--- src/rtl/cnv_seq_pkg.sv ---
package cnv_seq_pkg;

    typedef enum logic [1:0] {
        ST_ACQUIRE   = 2'd0,
        ST_WAIT_EDGE = 2'd1,
        ST_CONVERT   = 2'd2,
        ST_IDLE_PD   = 2'd3
    } seq_state_t;

endpackage

--- src/rtl/cnv_edge_watch.sv ---
module cnv_edge_watch (
    input  logic clk,
    input  logic rst,
    input  logic level_i,
    output logic fall_o
);

    logic level_q;

    always_ff @(posedge clk) begin
        if (rst) begin
            level_q <= 1'b0;
        end else begin
            level_q <= level_i;
        end
    end

    assign fall_o = level_q & ~level_i;

endmodule

--- src/rtl/cnv_phase_timer.sv ---
module cnv_phase_timer #(
    parameter int CW = 4
) (
    input  logic          clk,
    input  logic          rst,
    input  logic          restart_i,
    input  logic [CW-1:0] lim_i,
    output logic          done_o,
    output logic          first_o
);

    logic [CW-1:0] cnt_q;

    always_ff @(posedge clk) begin
        if (rst || restart_i) begin
            cnt_q <= '0;
        end else if (cnt_q != lim_i) begin
            cnt_q <= cnt_q + 1'b1;
        end
    end

    assign done_o  = (cnt_q == lim_i);
    assign first_o = (cnt_q == '0);

    // the phase counter never runs past the limit of its phase
    a_r4_cnt_bound: assert property (@(posedge clk) disable iff (rst)
        cnt_q <= lim_i);

endmodule

--- src/rtl/cnv_result_latch.sv ---
module cnv_result_latch #(
    parameter int DW = 16
) (
    input  logic          clk,
    input  logic          rst,
    input  logic          capture_i,
    input  logic          commit_i,
    input  logic [DW-1:0] sample_i,
    output logic [DW-1:0] result_o,
    output logic          rdy_o
);

    logic [DW-1:0] held_q;
    logic [DW-1:0] result_q;
    logic          rdy_q;

    // held value and result carry no reset so that reset keeps the last result
    always_ff @(posedge clk) begin
        if (capture_i) begin
            held_q <= sample_i;
        end
        if (commit_i && !rst) begin
            result_q <= held_q;
        end
    end

    always_ff @(posedge clk) begin
        if (rst) begin
            rdy_q <= 1'b0;
        end else begin
            rdy_q <= commit_i;
        end
    end

    assign result_o = result_q;
    assign rdy_o    = rdy_q;

    // the result only moves on a commit
    a_r8_result_kept: assert property (@(posedge clk) disable iff (rst)
        !commit_i |=> $stable(result_o));

    // ready pulse lasts one cycle
    a_r5_rdy_single: assert property (@(posedge clk) disable iff (rst)
        rdy_o |=> !rdy_o);

endmodule

--- src/rtl/cnv_seq_fsm.sv ---
module cnv_seq_fsm
    import cnv_seq_pkg::*;
#(
    parameter int CW      = 4,
    parameter int ACQ_CYC = 8,
    parameter int CNV_CYC = 12
) (
    input  logic          clk,
    input  logic          rst,
    input  logic          start_i,
    input  logic          pd_i,
    input  logic          fall_i,
    input  logic          tmr_done_i,
    input  logic          tmr_first_i,
    output logic          tmr_restart_o,
    output logic [CW-1:0] tmr_lim_o,
    output logic          capture_o,
    output logic          commit_o,
    output logic          hold_o,
    output logic          conv_go_o,
    output logic          busy_o
);

    localparam logic [CW-1:0] ACQ_LIM = CW'(ACQ_CYC - 1);
    localparam logic [CW-1:0] CNV_LIM = CW'(CNV_CYC - 1);

    seq_state_t state_q;
    seq_state_t state_d;

    // next-state decision
    always_comb begin
        state_d = state_q;
        unique case (state_q)
            ST_ACQUIRE: begin
                if (pd_i) begin
                    state_d = ST_IDLE_PD;
                end else if (tmr_done_i) begin
                    state_d = start_i ? ST_WAIT_EDGE : ST_CONVERT;
                end
            end
            ST_WAIT_EDGE: begin
                if (pd_i) begin
                    state_d = ST_IDLE_PD;
                end else if (fall_i) begin
                    state_d = ST_CONVERT;
                end
            end
            ST_CONVERT: begin
                if (tmr_done_i) begin
                    state_d = pd_i ? ST_IDLE_PD : ST_ACQUIRE;
                end
            end
            ST_IDLE_PD: begin
                if (!pd_i) begin
                    state_d = ST_ACQUIRE;
                end
            end
            default: state_d = ST_ACQUIRE;
        endcase
    end

    // state register
    always_ff @(posedge clk) begin
        if (rst) begin
            state_q <= ST_ACQUIRE;
        end else begin
            state_q <= state_d;
        end
    end

    // outputs and timer control
    always_comb begin
        tmr_restart_o = (state_d != state_q);
        capture_o     = (state_q != ST_CONVERT) && (state_d == ST_CONVERT);
        commit_o      = (state_q == ST_CONVERT) && tmr_done_i;
        hold_o        = 1'b0;
        busy_o        = 1'b0;
        conv_go_o     = 1'b0;
        tmr_lim_o     = '0;
        unique case (state_q)
            ST_ACQUIRE: tmr_lim_o = ACQ_LIM;
            ST_CONVERT: begin
                tmr_lim_o = CNV_LIM;
                hold_o    = 1'b1;
                busy_o    = 1'b1;
                conv_go_o = tmr_first_i;
            end
            ST_WAIT_EDGE, ST_IDLE_PD: tmr_lim_o = '0;
            default: tmr_lim_o = '0;
        endcase
    end

    // low start level at acquisition end starts at once
    a_r2_level_start: assert property (@(posedge clk) disable iff (rst)
        (state_q == ST_ACQUIRE && tmr_done_i && !start_i && !pd_i) |=> busy_o);

    // a falling start request while waiting starts conversion
    a_r3_edge_start: assert property (@(posedge clk) disable iff (rst)
        (state_q == ST_WAIT_EDGE && fall_i && !pd_i) |=> busy_o);

    // busy rises only out of an acquisition end or a wait
    a_r6_no_stray_start: assert property (@(posedge clk) disable iff (rst)
        $rose(busy_o) |-> $past((state_q == ST_ACQUIRE && tmr_done_i) || state_q == ST_WAIT_EDGE));

    // conversion begins with the go pulse
    a_r4_go_at_rise: assert property (@(posedge clk) disable iff (rst)
        $rose(busy_o) |-> conv_go_o);

    // no conversion while powered down
    a_r7_pd_idle: assert property (@(posedge clk) disable iff (rst)
        (state_q == ST_IDLE_PD && pd_i) |=> !busy_o);

    // reset clears busy in one clock
    a_r8_reset_clears: assert property (@(posedge clk)
        rst |=> !busy_o && !hold_o);

endmodule

--- src/rtl/cnv_seq_top.sv ---
module cnv_seq_top #(
    parameter int DW      = 16,
    parameter int ACQ_CYC = 8,
    parameter int CNV_CYC = 12
) (
    input  logic          clk,
    input  logic          rst,
    input  logic          start_i,
    input  logic          pwr_down_i,
    input  logic [DW-1:0] sample_i,
    output logic          hold_o,
    output logic          conv_go_o,
    output logic          busy_o,
    output logic          data_rdy_o,
    output logic [DW-1:0] result_o
);

    localparam int MAX_CYC = (ACQ_CYC > CNV_CYC) ? ACQ_CYC : CNV_CYC;
    localparam int CW      = (MAX_CYC < 2) ? 1 : $clog2(MAX_CYC);

    logic          fall;
    logic          tmr_done;
    logic          tmr_first;
    logic          tmr_restart;
    logic [CW-1:0] tmr_lim;
    logic          capture;
    logic          commit;
    logic          busy;

    cnv_edge_watch u_edge (
        .clk     (clk),
        .rst     (rst),
        .level_i (start_i),
        .fall_o  (fall)
    );

    cnv_phase_timer #(.CW(CW)) u_timer (
        .clk       (clk),
        .rst       (rst),
        .restart_i (tmr_restart),
        .lim_i     (tmr_lim),
        .done_o    (tmr_done),
        .first_o   (tmr_first)
    );

    cnv_seq_fsm #(.CW(CW), .ACQ_CYC(ACQ_CYC), .CNV_CYC(CNV_CYC)) u_fsm (
        .clk           (clk),
        .rst           (rst),
        .start_i       (start_i),
        .pd_i          (pwr_down_i),
        .fall_i        (fall),
        .tmr_done_i    (tmr_done),
        .tmr_first_i   (tmr_first),
        .tmr_restart_o (tmr_restart),
        .tmr_lim_o     (tmr_lim),
        .capture_o     (capture),
        .commit_o      (commit),
        .hold_o        (hold_o),
        .conv_go_o     (conv_go_o),
        .busy_o        (busy)
    );

    cnv_result_latch #(.DW(DW)) u_result (
        .clk       (clk),
        .rst       (rst),
        .capture_i (capture),
        .commit_i  (commit),
        .sample_i  (sample_i),
        .result_o  (result_o),
        .rdy_o     (data_rdy_o)
    );

    assign busy_o = busy;

    // a conversion that ends normally is followed by a ready pulse
    a_r5_rdy_on_fall: assert property (@(posedge clk) disable iff (rst)
        ($fell(busy_o) && !$past(rst)) |-> data_rdy_o);

endmodule

--- config.mk ---
export PLATFORM = sky130hd
export DESIGN_NAME = cnv_seq_top
export DESIGN_NICKNAME = d
export VERILOG_FILES = /design/src/rtl/cnv_seq_pkg.sv /design/src/rtl/cnv_edge_watch.sv /design/src/rtl/cnv_phase_timer.sv /design/src/rtl/cnv_result_latch.sv /design/src/rtl/cnv_seq_fsm.sv /design/src/rtl/cnv_seq_top.sv
export SDC_FILE = /design/constraint.sdc
export NUM_CORES = 1
export LEC_CHECK = 0
export ABC_AREA = 1
export ABC_CLOCK_PERIOD_IN_PS = 6600
export BUFFER_PORTS_ARGS = -buffer_cell sky130_fd_sc_hd__buf_4
export CORE_MARGIN = 2
export CORE_UTILIZATION = 57
export CTS_BUF_LIST = sky130_fd_sc_hd__clkbuf_8
export DETAILED_ROUTE_END_ITERATION = 8
export PLACE_DENSITY = 0.85
export SYNTH_ARGS = -nofsm -noshare
export SYNTH_HDL_FRONTEND = slang
export SYNTH_SLANG_ARGS = --single-unit
--- constraint.sdc ---
create_clock -name clk -period 6.6 [get_ports clk]
set_input_delay 0 -clock clk [delete_from_list [all_inputs] [get_ports clk]]
set_output_delay 0 -clock clk [all_outputs]
set_load 0.005 [all_outputs]
==> metrics, run 1 <==
gr usage total 22.6%; CTS buffer count 5; top cell family by delay on the critical path simple AND/OR/NAND/NOR gates; total core area 2500 sq um; final max-slew violation count 0; Worst EP required 6.51 ns; Peak supply drop 231 uV; Vias 1,116; sequential share of the synthesized area 74.2%; power per standard cell area 269 nW/um^2; Post-route DRC 0; worst-path cell chain nand2_1 -> nand2_1 -> nand2_1 -> inv_2 -> nand3_2 -> nor3_2; I/O pins 40; die area 3080 sq um; yosys warns 0; post-DP HPWL 2110 microns; Layout area overhead 39.2%; met1 WL 1200 microns; final antenna-violating net count 0; Most Frequent Cell on Critical Path nand2_1; 1st-iter DRT viols 36; layout cells sized above 1 31.5%; drt wl/cell 14.9 microns; syn_area_per_cell 12.9 sq um; final-report setup violation count 0; worst hold path class in -> reg; critical path class reg -> reg; number of vias per cell 5.29; met2 wire length 1630 microns; Post-CTS Setup Repair Bufs 0; Yosys reg bits 40; Final Cycle Share 34.9%; status finished clean; Top Layer Used met4; largest net degree at the start of global routing 17; CTS Buffer Depth 2; die height 55.5 microns; met3 wire length 204 microns; global placer's final weighted congestion 0.853; mapped cell area 1510 sq um; vias in the first global route 1,080; gr ovfl total 0; Worst Path Max Fanout 16; Hold Slack 0.184 ns; Post-Synthesis Cells 117; Clk Tree Root Cell clkbuf_8; Max-cap violations 0; Leak 0.864 nW; CTS tree yes; CP Capture Type flop; Worst Tran Pin Value 1.12 ns; Syn Nets 139; first-pass GRT wire length 5020 microns; CP Launch Type flop; FMAX 0.434 GHz; Period minus WS final 2.30 ns; Critical-path top delay cell nor3_2; CTS resizes 0; Worst Path Buf+Inv 1; port buffer count 39; first drt pass iteration count 4; Worst Skew 0.00762 ns; floorplan row count 18; CP max stage delay 0.90 ns; Arr. time, crit path 2.22 ns; Final Net Count 202; Die X 55.5 microns; Inserted Diodes 0; slew margin rel. 25.0%; clock latency on the worst-skew pair 0.30 ns; initial antenna violation count 0; Final TNS setup 0 ns; Hold Fails Final Rpt 0; Routed WL 3140 microns; clock sinks 40; RSZ-0062 raised after global routing no; # H-tree levels 2; Yosys cell types 21; CTS clk-pin slew, worst paths 0.07 ns; Initial Utilization 60.4%
## layout by cell type, fill, tap and decap left out
master         synthesis  layout
o21ai_0                2       2
dlygate4sd3_1          0      18
inv_1                 11      11
a31oi_1                1       1
clkinv_4               0       1
o211ai_1               1       1
dfxtp_1                8       8
edfxtp_1              32      32
nand2_2                2       2
nand3_2                3       3
nor2_1                 7       7
inv_2                  3       3
nand4_1                2       2
or2_1                  1       1
xor2_1                 2       2
nand2_1               23      23
a21oi_1                3       3
nor3_1                 7       6
nand3b_1               1       1
buf_4                  1      40
clkbuf_8               0       5
ha_1                   2       2
nor3_2                 0       1
clkinv_2               0       2
nand3_1                4       4
## cell usage after synthesis
master | count | share of area [%]
edfxtp_1 | 32 | 64
ha_1 | 2 | 1.7
nand3b_1 | 1 | 0.50
xor2_1 | 2 | 1.2
buf_4 | 1 | 0.50
buf_6 | 1 | 0.75
a21oi_1 | 3 | 0.99
nand3_1 | 4 | 1.3
nand4_1 | 2 | 0.83
o21ai_0 | 2 | 0.66
nand2_1 | 23 | 5.7
inv_1 | 11 | 2.7
o211ai_1 | 1 | 0.50
nand3_2 | 3 | 2.0
or2_1 | 1 | 0.41
nor2_1 | 7 | 1.7
dfxtp_1 | 8 | 11
nor3_1 | 7 | 2.3
nand2_2 | 2 | 0.83
inv_2 | 3 | 0.75
a31oi_1 | 1 | 0.41
## report_power, final
part,switching [mW],internal (mW)
combinational,0.0572,0.0383
clock,0.0846,0.0735
sequential,0.00997,0.303
## kinds of logic after synthesis
kind of cell               share of synthesized area (%)
and+or+nand+nor                                     15.7
DFF                                                 74.2
buffers and inverters                               4.72
AOI/OAI and AO/OA                                   2.57
xor gates and xnor gates                            1.16
adders and majority gates                           1.66
## state kept, by name, summed over array words and instances, names as in the netlist
name and count:
u_edge.level_q 1, u_fsm.state_q 2, u_result.held_q 16, u_result.rdy_o 1
u_result.result_o 16, u_timer.cnt_q 4
## worst paths after layout
| path | from | end | slack, ns | cells past startpoint |
|---|---|---|---|---|
| worst max-delay path | u_fsm.state_q[1] | u_result.result_o[8] | 4.30 | 6 |
| worst min-delay path | pwr_down_i | u_fsm.state_q[1] | 0.18 | 5 |
| worst max register to register | u_fsm.state_q[1] | u_result.result_o[8] | 4.30 | 6 |
| worst min register to register | u_result.held_q[2] | u_result.result_o[2] | 0.42 | 0 |
## routing by layer
layer	global-route usage, %	vias to the layer above
met5	0	-
met4	11.5	0
met3	7.73	16
met2	37.8	61
met1	25.5	512
li1	-	527
## metrics by stage
step / util (%) / instance area (sq um) / cells / worst slack, ns / total power, mW
2_1_floorplan: - / 1510 / 117 / 4.17 / 0.372
3_3_place_gp: 73.4 / 1830 / 185 / 4.45 / 0.398
3_5_place_dp: 73.4 / 1830 / 185 / 4.30 / 0.404
4_1_cts: 84.1 / 2100 / 211 / 4.30 / 0.567
5_1_grt: 84.1 / 2100 / 211 / 4.12 / 0.591
6_report: 84.1 / 2100 / 211 / 4.30 / 0.566
## worst min-delay path, stage by stage
cell,delay [ns]
buf_4,0.10
nor2_1,0.06
nand2_1,0.09
nand2_1,0.10
nor2_1,0.09
## area by class of cell
cell class,count,area (sq um)
clock inverters,3,18.8
inverters,14,52.6
clock buffers,5,68.8
flip-flops and latches,40,1120
repair buffers,58,480
multi-input cells,61,323
fillers,121,398
well taps,30,37.5
## timing repair
action | CTS | global route
endpoints found under the setup margin | 0 | 0
endpoints found under the hold margin | 20 | 0
hold buffers | 18 | 0
Power figures use the tool's default switching activity.
==> run 2, diff against run 1 <==
--- a/config.mk
+++ b/config.mk
@@ -5,14 +5,14 @@
 export SDC_FILE = /design/constraint.sdc
 export NUM_CORES = 1
 export LEC_CHECK = 0
-export ABC_AREA = 1
-export ABC_CLOCK_PERIOD_IN_PS = 6600
+export ABC_AREA = 0
+export ABC_CLOCK_PERIOD_IN_PS = 2060
 export BUFFER_PORTS_ARGS = -buffer_cell sky130_fd_sc_hd__buf_4
 export CORE_MARGIN = 2
-export CORE_UTILIZATION = 57
+export CORE_UTILIZATION = 48
 export CTS_BUF_LIST = sky130_fd_sc_hd__clkbuf_8
 export DETAILED_ROUTE_END_ITERATION = 8
-export PLACE_DENSITY = 0.85
+export PLACE_DENSITY = 0.77
 export SYNTH_ARGS = -nofsm -noshare
 export SYNTH_HDL_FRONTEND = slang
 export SYNTH_SLANG_ARGS = --single-unit
==> constraint.sdc (replaced) <==
create_clock -name clk -period 2.06 [get_ports clk]
set_input_delay 0 -clock clk [delete_from_list [all_inputs] [get_ports clk]]
set_output_delay 0 -clock clk [all_outputs]
set_load 0.005 [all_outputs]
==> run 2 against run 1 <==
  * Design area grew 6.8%
  * Global-route usage down 4.2 points
  * The run now ends with setup timing left
  * Routed wire length fell by 8.0%
  * Via count fell by 7.8%
  * Register-to-register slack lost 4.3 ns
  * Synthesized cell count fell by 20%
  * Synthesized area shrank 2.6%
  * Critical endpoint is now u_result.held_q[14]
==> metrics, run 2 <==
Layout area overhead 52.6%; Hold Startpoint start_i; Yosys cell types 30; Syn Nets 116; floorplan row count 20; Final Net Count 190; first drt pass iteration count 5; CTS tree yes; layout cells sized above 1 37.9%; top cell family by delay on the critical path compound AO/OA/AOI/OAI gates; CTS Buffer Depth 2; clock latency on the worst-skew pair 0.29 ns; mapped cell area 1470 sq um; Worst Setup Slack, final -0.0385 ns; number of vias per cell 5.09; hold path cells 4; commonest cells in the netlist 32 x edfxtp_1, 8 x dfxtp_1, 7 x nor2_1; combinational fraction of design power 9.4%; I/O pins 40; ys async rst share 0%; Initial Utilization 49.4%; Critical-path top delay cell or4b_4; Hold Fails Final Rpt 0; Post-CTS Setup Repair Bufs 0; Worst Tran Pin Value 0.336 ns; die height 59.4 microns; worst-path cell chain or4b_4 -> o22a_2 -> a21o_1 -> a2111oi_4 -> buf_12; port buffer count 39; Die X 59.4 microns; # H-tree levels 2; Clk Tree Root Cell clkbuf_8; final max-slew violation count 0; Yosys reg bits 40; top_reg_cell synth edfxtp_1; initial antenna violation count 0; CTS buffer count 5; drt wl/cell 14.3 microns; gr ovfl total 0; Hold EP u_fsm.state_q[1]; Final Cycle Share 102%; register area 1120 sq um; CTS clk-pin slew, worst paths 0.07 ns; failing checks setup timing; Area contributors post-synth edfxtp_1 65%, dfxtp_1 11%, a211oi_1 2.0%; R2R setup slack -0.04 ns; die area 3520 sq um; clock sinks 40; Reg2Reg Depth 5; gr usage total 18.3%; Max-cap violations 0; top cell type by total area after synthesis edfxtp_1; yosys warns 0; Vias 1,029; Placed Area 1920 sq um; sw frac 18.2%; final-report setup violation count 16; critical path class reg -> reg; Inserted Diodes 0; slew margin rel. 77.4%; CP Capture Type flop; most frequent cells in the layout 49 x buf_4, 32 x edfxtp_1, 19 x dlygate4sd3_1; Worst Path Max Fanout 16; power per standard cell area 797 nW/um^2; Post-Synthesis Cells 94; Post-route DRC 0; most numerous cell in the Yosys netlist edfxtp_1; Leak 0.873 nW; 1st-iter DRT viols 28; RSZ-0062 raised after global routing yes; post-DP HPWL 1930 microns; Routed WL 2890 microns; Yosys top cell area share 65.3%; CP Launch Type flop; sequential share of power 49.8%; final antenna-violating net count 0; CP max stage delay 0.53 ns; first-pass GRT wire length 4530 microns; Arr. time, crit path 2.10 ns; Worst Skew 0.00345 ns; global placer's final weighted congestion 0.780; reg2reg start u_timer.cnt_q[0]; syn_area_per_cell 15.7 sq um; Worst Path Buf+Inv 1; worst hold path class in -> reg; largest net degree at the start of global routing 17; status finished, violations left; Period minus WS final 2.10 ns; commonest non-fill, non-tap cell in the layout buf_4; fin area 2250 sq um; total core area 2980 sq um; vias in the first global route 963; Worst EP required 2.06 ns; Peak supply drop 640 uV; FMAX 0.477 GHz; Hold Slack 0.119 ns; Int Power 1.46 mW; clock power share 40.7%; sequential share of the synthesized area 76.2%; EDFF count, synth 32; net switching power 326 uW; fillcell total 186; RR Endpoint u_result.held_q[14]; area of the multi-input gates 333 sq um
==> run 2: cell count changes in the layout (fill, tap and decap cells not counted), sizes merged, moves of 2 or more <==
cell	delta
nor3	-2
buf	+11
nand2	-23
nand3	-6
o21ai	+2
inv	-8
a211oi	+4
xor2	-2
clkinv	-3
nand4	-2
bufinv	+2
nor2b	+2
==> run 2: kinds of logic after synthesis <==
family	count (synthesis)	synth area share, %
simple gates	27	10.7
flops	40	76.2
buf+inv	8	2.30
fa+ha+maj	2	1.70
compound gates	17	9.10
==> run 2: cell type report <==
cell class,instances,share of cell area (%)
flip-flops and latches,40,50.0
clock buffers,5,3.06
well taps,33,1.84
multi-input cells,46,14.8
inverters,5,0.836
clock inverters,3,2.84
repair buffers,70,26.6
==> run 2: worst min-delay path, cell delays in order <==
cell and delay [ns]:
buf_4 0.13, nor2_1 0.09, a211oi_1 0.08, nor2_1 0.07
==> run 2: worst max-delay path by stage <==
stage                                 from                  end  slack (ns)  cells past startpoint
after global placement    u_timer.cnt_q[0]   u_result.held_q[1]       -0.03                      5
after detailed placement  u_timer.cnt_q[0]  u_result.held_q[11]       -0.04                      5
after CTS                 u_timer.cnt_q[0]   u_result.held_q[9]       -0.05                      5
final                     u_timer.cnt_q[0]  u_result.held_q[14]       -0.04                      5
after global routing      u_timer.cnt_q[0]   u_result.held_q[9]       -0.09                      5
after floorplan           u_timer.cnt_q[0]   u_result.held_q[0]       -0.39                      4
==> run 2: per-stage QoR <==
stage	utilization [%]	TNS [ns]	setup slack, ns	instances	power, mW
CTS	75.4	-0.674	-0.0455	202	1.81
floorplan	-	-6.61	-0.394	94	0.970
global route	75.4	-1.41	-0.0935	202	1.85
detailed placement	64.5	-0.615	-0.0388	175	1.05
finish	75.4	-0.596	-0.0385	202	1.79
global placement	64.5	-0.451	-0.0285	175	1.04
==> run 2: power by group through the flow <==
stage / sequential (mW) / combinational [mW] / clock (mW)
after floorplan: 0.912 / 0.0582 / 0
after global placement: 0.910 / 0.135 / 0
after detailed placement: 0.910 / 0.138 / 0
after CTS: 0.892 / 0.169 / 0.751
after global routing: 0.894 / 0.183 / 0.776
final: 0.893 / 0.168 / 0.730
==> run 2: routing by layer <==
layer	share of wire, %	global-route usage, %	wire length, microns
met3	5.7	5.90	164
met1	38	20.4	1090
met4	1.5	5.84	44
met2	55	33.0	1590
met5	0	0	0
==> run 2: timing repair <==
item / 4_1_cts / 5_1_grt
gates resized for setup: 1 / 0
hold endpoints to repair: 20 / 0
hold buffers: 19 / 0
endpoints found under the setup margin: 16 / 16
==> run 3, diff against run 2 <==
--- a/config.mk
+++ b/config.mk
@@ -6,13 +6,14 @@
 export NUM_CORES = 1
 export LEC_CHECK = 0
 export ABC_AREA = 0
-export ABC_CLOCK_PERIOD_IN_PS = 2060
+export ABC_CLOCK_PERIOD_IN_PS = 2350
 export BUFFER_PORTS_ARGS = -buffer_cell sky130_fd_sc_hd__buf_4
 export CORE_MARGIN = 2
-export CORE_UTILIZATION = 48
+export CORE_UTILIZATION = 53
 export CTS_BUF_LIST = sky130_fd_sc_hd__clkbuf_8
 export DETAILED_ROUTE_END_ITERATION = 8
-export PLACE_DENSITY = 0.77
+export HOLD_SLACK_MARGIN = 0.02
+export PLACE_DENSITY = 0.81
 export SYNTH_ARGS = -nofsm -noshare
 export SYNTH_HDL_FRONTEND = slang
 export SYNTH_SLANG_ARGS = --single-unit
==> constraint.sdc (replaced) <==
create_clock -name clk -period 2.35 [get_ports clk]
set_input_delay 0 -clock clk [delete_from_list [all_inputs] [get_ports clk]]
set_output_delay 0 -clock clk [all_outputs]
set_load 0.005 [all_outputs]
==> run 3 against run 2 <==
  * The flow now finishes without violations
  * Flip-flop and latch count unchanged
  * Via count grew 5.1%
  * Core utilization rose by 5.9 points
  * Total power decreased by 23%
  * First-iteration DRC count is 57% higher
  * Die area down 8.8%
  * Register-to-register slack gained 0.09 ns
  * Fmax down 8.7%
  * Final cell count fell by 0.50%
  * Count of clock-buffer cells in the layout unchanged
  * Clock power shrank 39%
  * Critical path type unchanged
==> metrics, run 3 (synthesized netlist as in run 2, its figures left out) <==
final max-slew violation count 0; slew margin rel. 75.5%; worst hold path class in -> reg; CTS tree yes; status finished clean; CP Launch Type flop; Leak 0.851 nW; Period minus WS final 2.30 ns; die height 56.7 microns; Final Net Count 191; Int Power 1.07 mW; CTS buffer count 5; Worst Path Max Fanout 7; Die X 56.7 microns; final antenna-violating net count 0; Worst Setup EP u_result.held_q[14]; post-DP HPWL 2090 microns; fin area 2190 sq um; Worst EP required 2.37 ns; number of vias per cell 5.38; CTS Buffer Depth 2; port buffer count 39; Worst Tran Pin Value 0.368 ns; Post-route DRC 0; Max-cap violations 0; critical path class reg -> reg; most frequent cells in the layout 51 x buf_4, 32 x edfxtp_1, 19 x dlygate4sd3_1; gr ovfl total 0; CP Capture Type flop; RSZ-0062 raised after global routing yes; Peak supply drop 722 uV; Critical path origin u_timer.cnt_q[2]; net switching power 312 uW; Initial Utilization 54.8%; Arr. time, crit path 2.32 ns; reg2reg start u_timer.cnt_q[2]; combinational fraction of design power 11.0%; global placer's final weighted congestion 0.854; first drt pass iteration count 4; largest net degree at the start of global routing 14; Hold Slack 0.127 ns; first-pass GRT wire length 4930 microns; 1st-iter DRT viols 44; Clk Tree Root Cell clkbuf_8; Inserted Diodes 0; # H-tree levels 2; die area 3210 sq um; Final Cycle Share 97.8%; total core area 2690 sq um; clock sinks 40; gr usage total 21.7%; layout cells sized above 1 38.8%; RR Endpoint u_result.held_q[14]; final-report setup violation count 0; vias in the first global route 1,053; Reg2Reg Depth 5; R2R setup slack 0.05 ns; Final TNS setup 0 ns; Routed WL 3510 microns; Worst Skew 0.0143 ns; floorplan row count 19; Placed Area 1850 sq um; Layout area overhead 48.6%; sequential share of power 56.9%; FMAX 0.435 GHz; Hold Fails Final Rpt 0; Vias 1,081; clock latency on the worst-skew pair 0.30 ns; drt wl/cell 17.5 microns; sw frac 22.6%; commonest non-fill, non-tap cell in the layout buf_4; CTS clk-pin slew, worst paths 0.09 ns; I/O pins 40; power per standard cell area 632 nW/um^2; initial antenna violation count 0; clock power share 32.1%
-- run 3: cell type report --
type	instances	area [sq um]
Clock inverter	3	16.3
Inverter	5	18.8
Sequential cell	40	1130
Multi-Input combinational cell	46	333
Fill cell	152	500
Clock buffer	5	68.8
Timing Repair Buffer	71	584
Tap cell	31	38.8
-- run 3: per-stage QoR --
stage                     setup slack (ns)  instances  power [mW]  utilization [%]
after floorplan                    -0.0912         94       0.849                -
after global placement               0.143        169       0.903             69.0
after detailed placement            0.0987        169       0.908             69.0
after CTS                           0.0843        196        1.35             79.3
after global routing               -0.0171        201        1.43             81.4
final                               0.0510        201        1.38             81.4
-- run 3: per-layer routing --
| metal | GRT usage (%) | share of wire, % | vias to the layer above |
|---|---|---|---|
| li1 | - | - | 509 |
| met1 | 22.3 | 37 | 506 |
| met2 | 39.5 | 53 | 57 |
| met3 | 5.99 | 7.3 | 9 |
| met4 | 10.9 | 2.8 | 0 |
| met5 | 0 | 0 | - |
-- run 3: power by group through the flow --
stage	registers [mW]	clock network (mW)	logic, mW
2_1_floorplan	0.800	0	0.0496
3_3_place_gp	0.801	0	0.102
3_5_place_dp	0.802	0	0.106
4_1_cts	0.787	0.435	0.132
5_1_grt	0.787	0.480	0.163
6_report	0.786	0.443	0.152
-- run 3: critical path: stages (launching register included) --
cell       delay, ns
dfxtp_1         0.38
or4b_4          0.52
o22a_4          0.28
a21o_1          0.18
a2111oi_4       0.44
buf_4           0.23
-- run 3: how the worst min path moves through the flow --
| stage | startpoint | cells after the start | slack [ns] | end |
|---|---|---|---|---|
| 2_1_floorplan | rst | 1 | 0.07 | u_edge.level_q |
| 3_3_place_gp | sample_i[10] | 1 | 0.18 | u_result.held_q[10] |
| 3_5_place_dp | sample_i[13] | 1 | 0.18 | u_result.held_q[13] |
| 4_1_cts | start_i | 4 | 0.14 | u_fsm.state_q[1] |
| 5_1_grt | start_i | 4 | 0.14 | u_fsm.state_q[1] |
| 6_report | start_i | 4 | 0.13 | u_fsm.state_q[1] |
-- run 3: repair_timing --
| item | in CTS | in global routing |
|---|---|---|
| hold endpoints to repair | 20 | 0 |
| hold buffers | 19 | 0 |
| resized for setup | 0 | 6 |
| setup buffers | 0 | 4 |
| endpoints found under the setup margin | 0 | 11 |
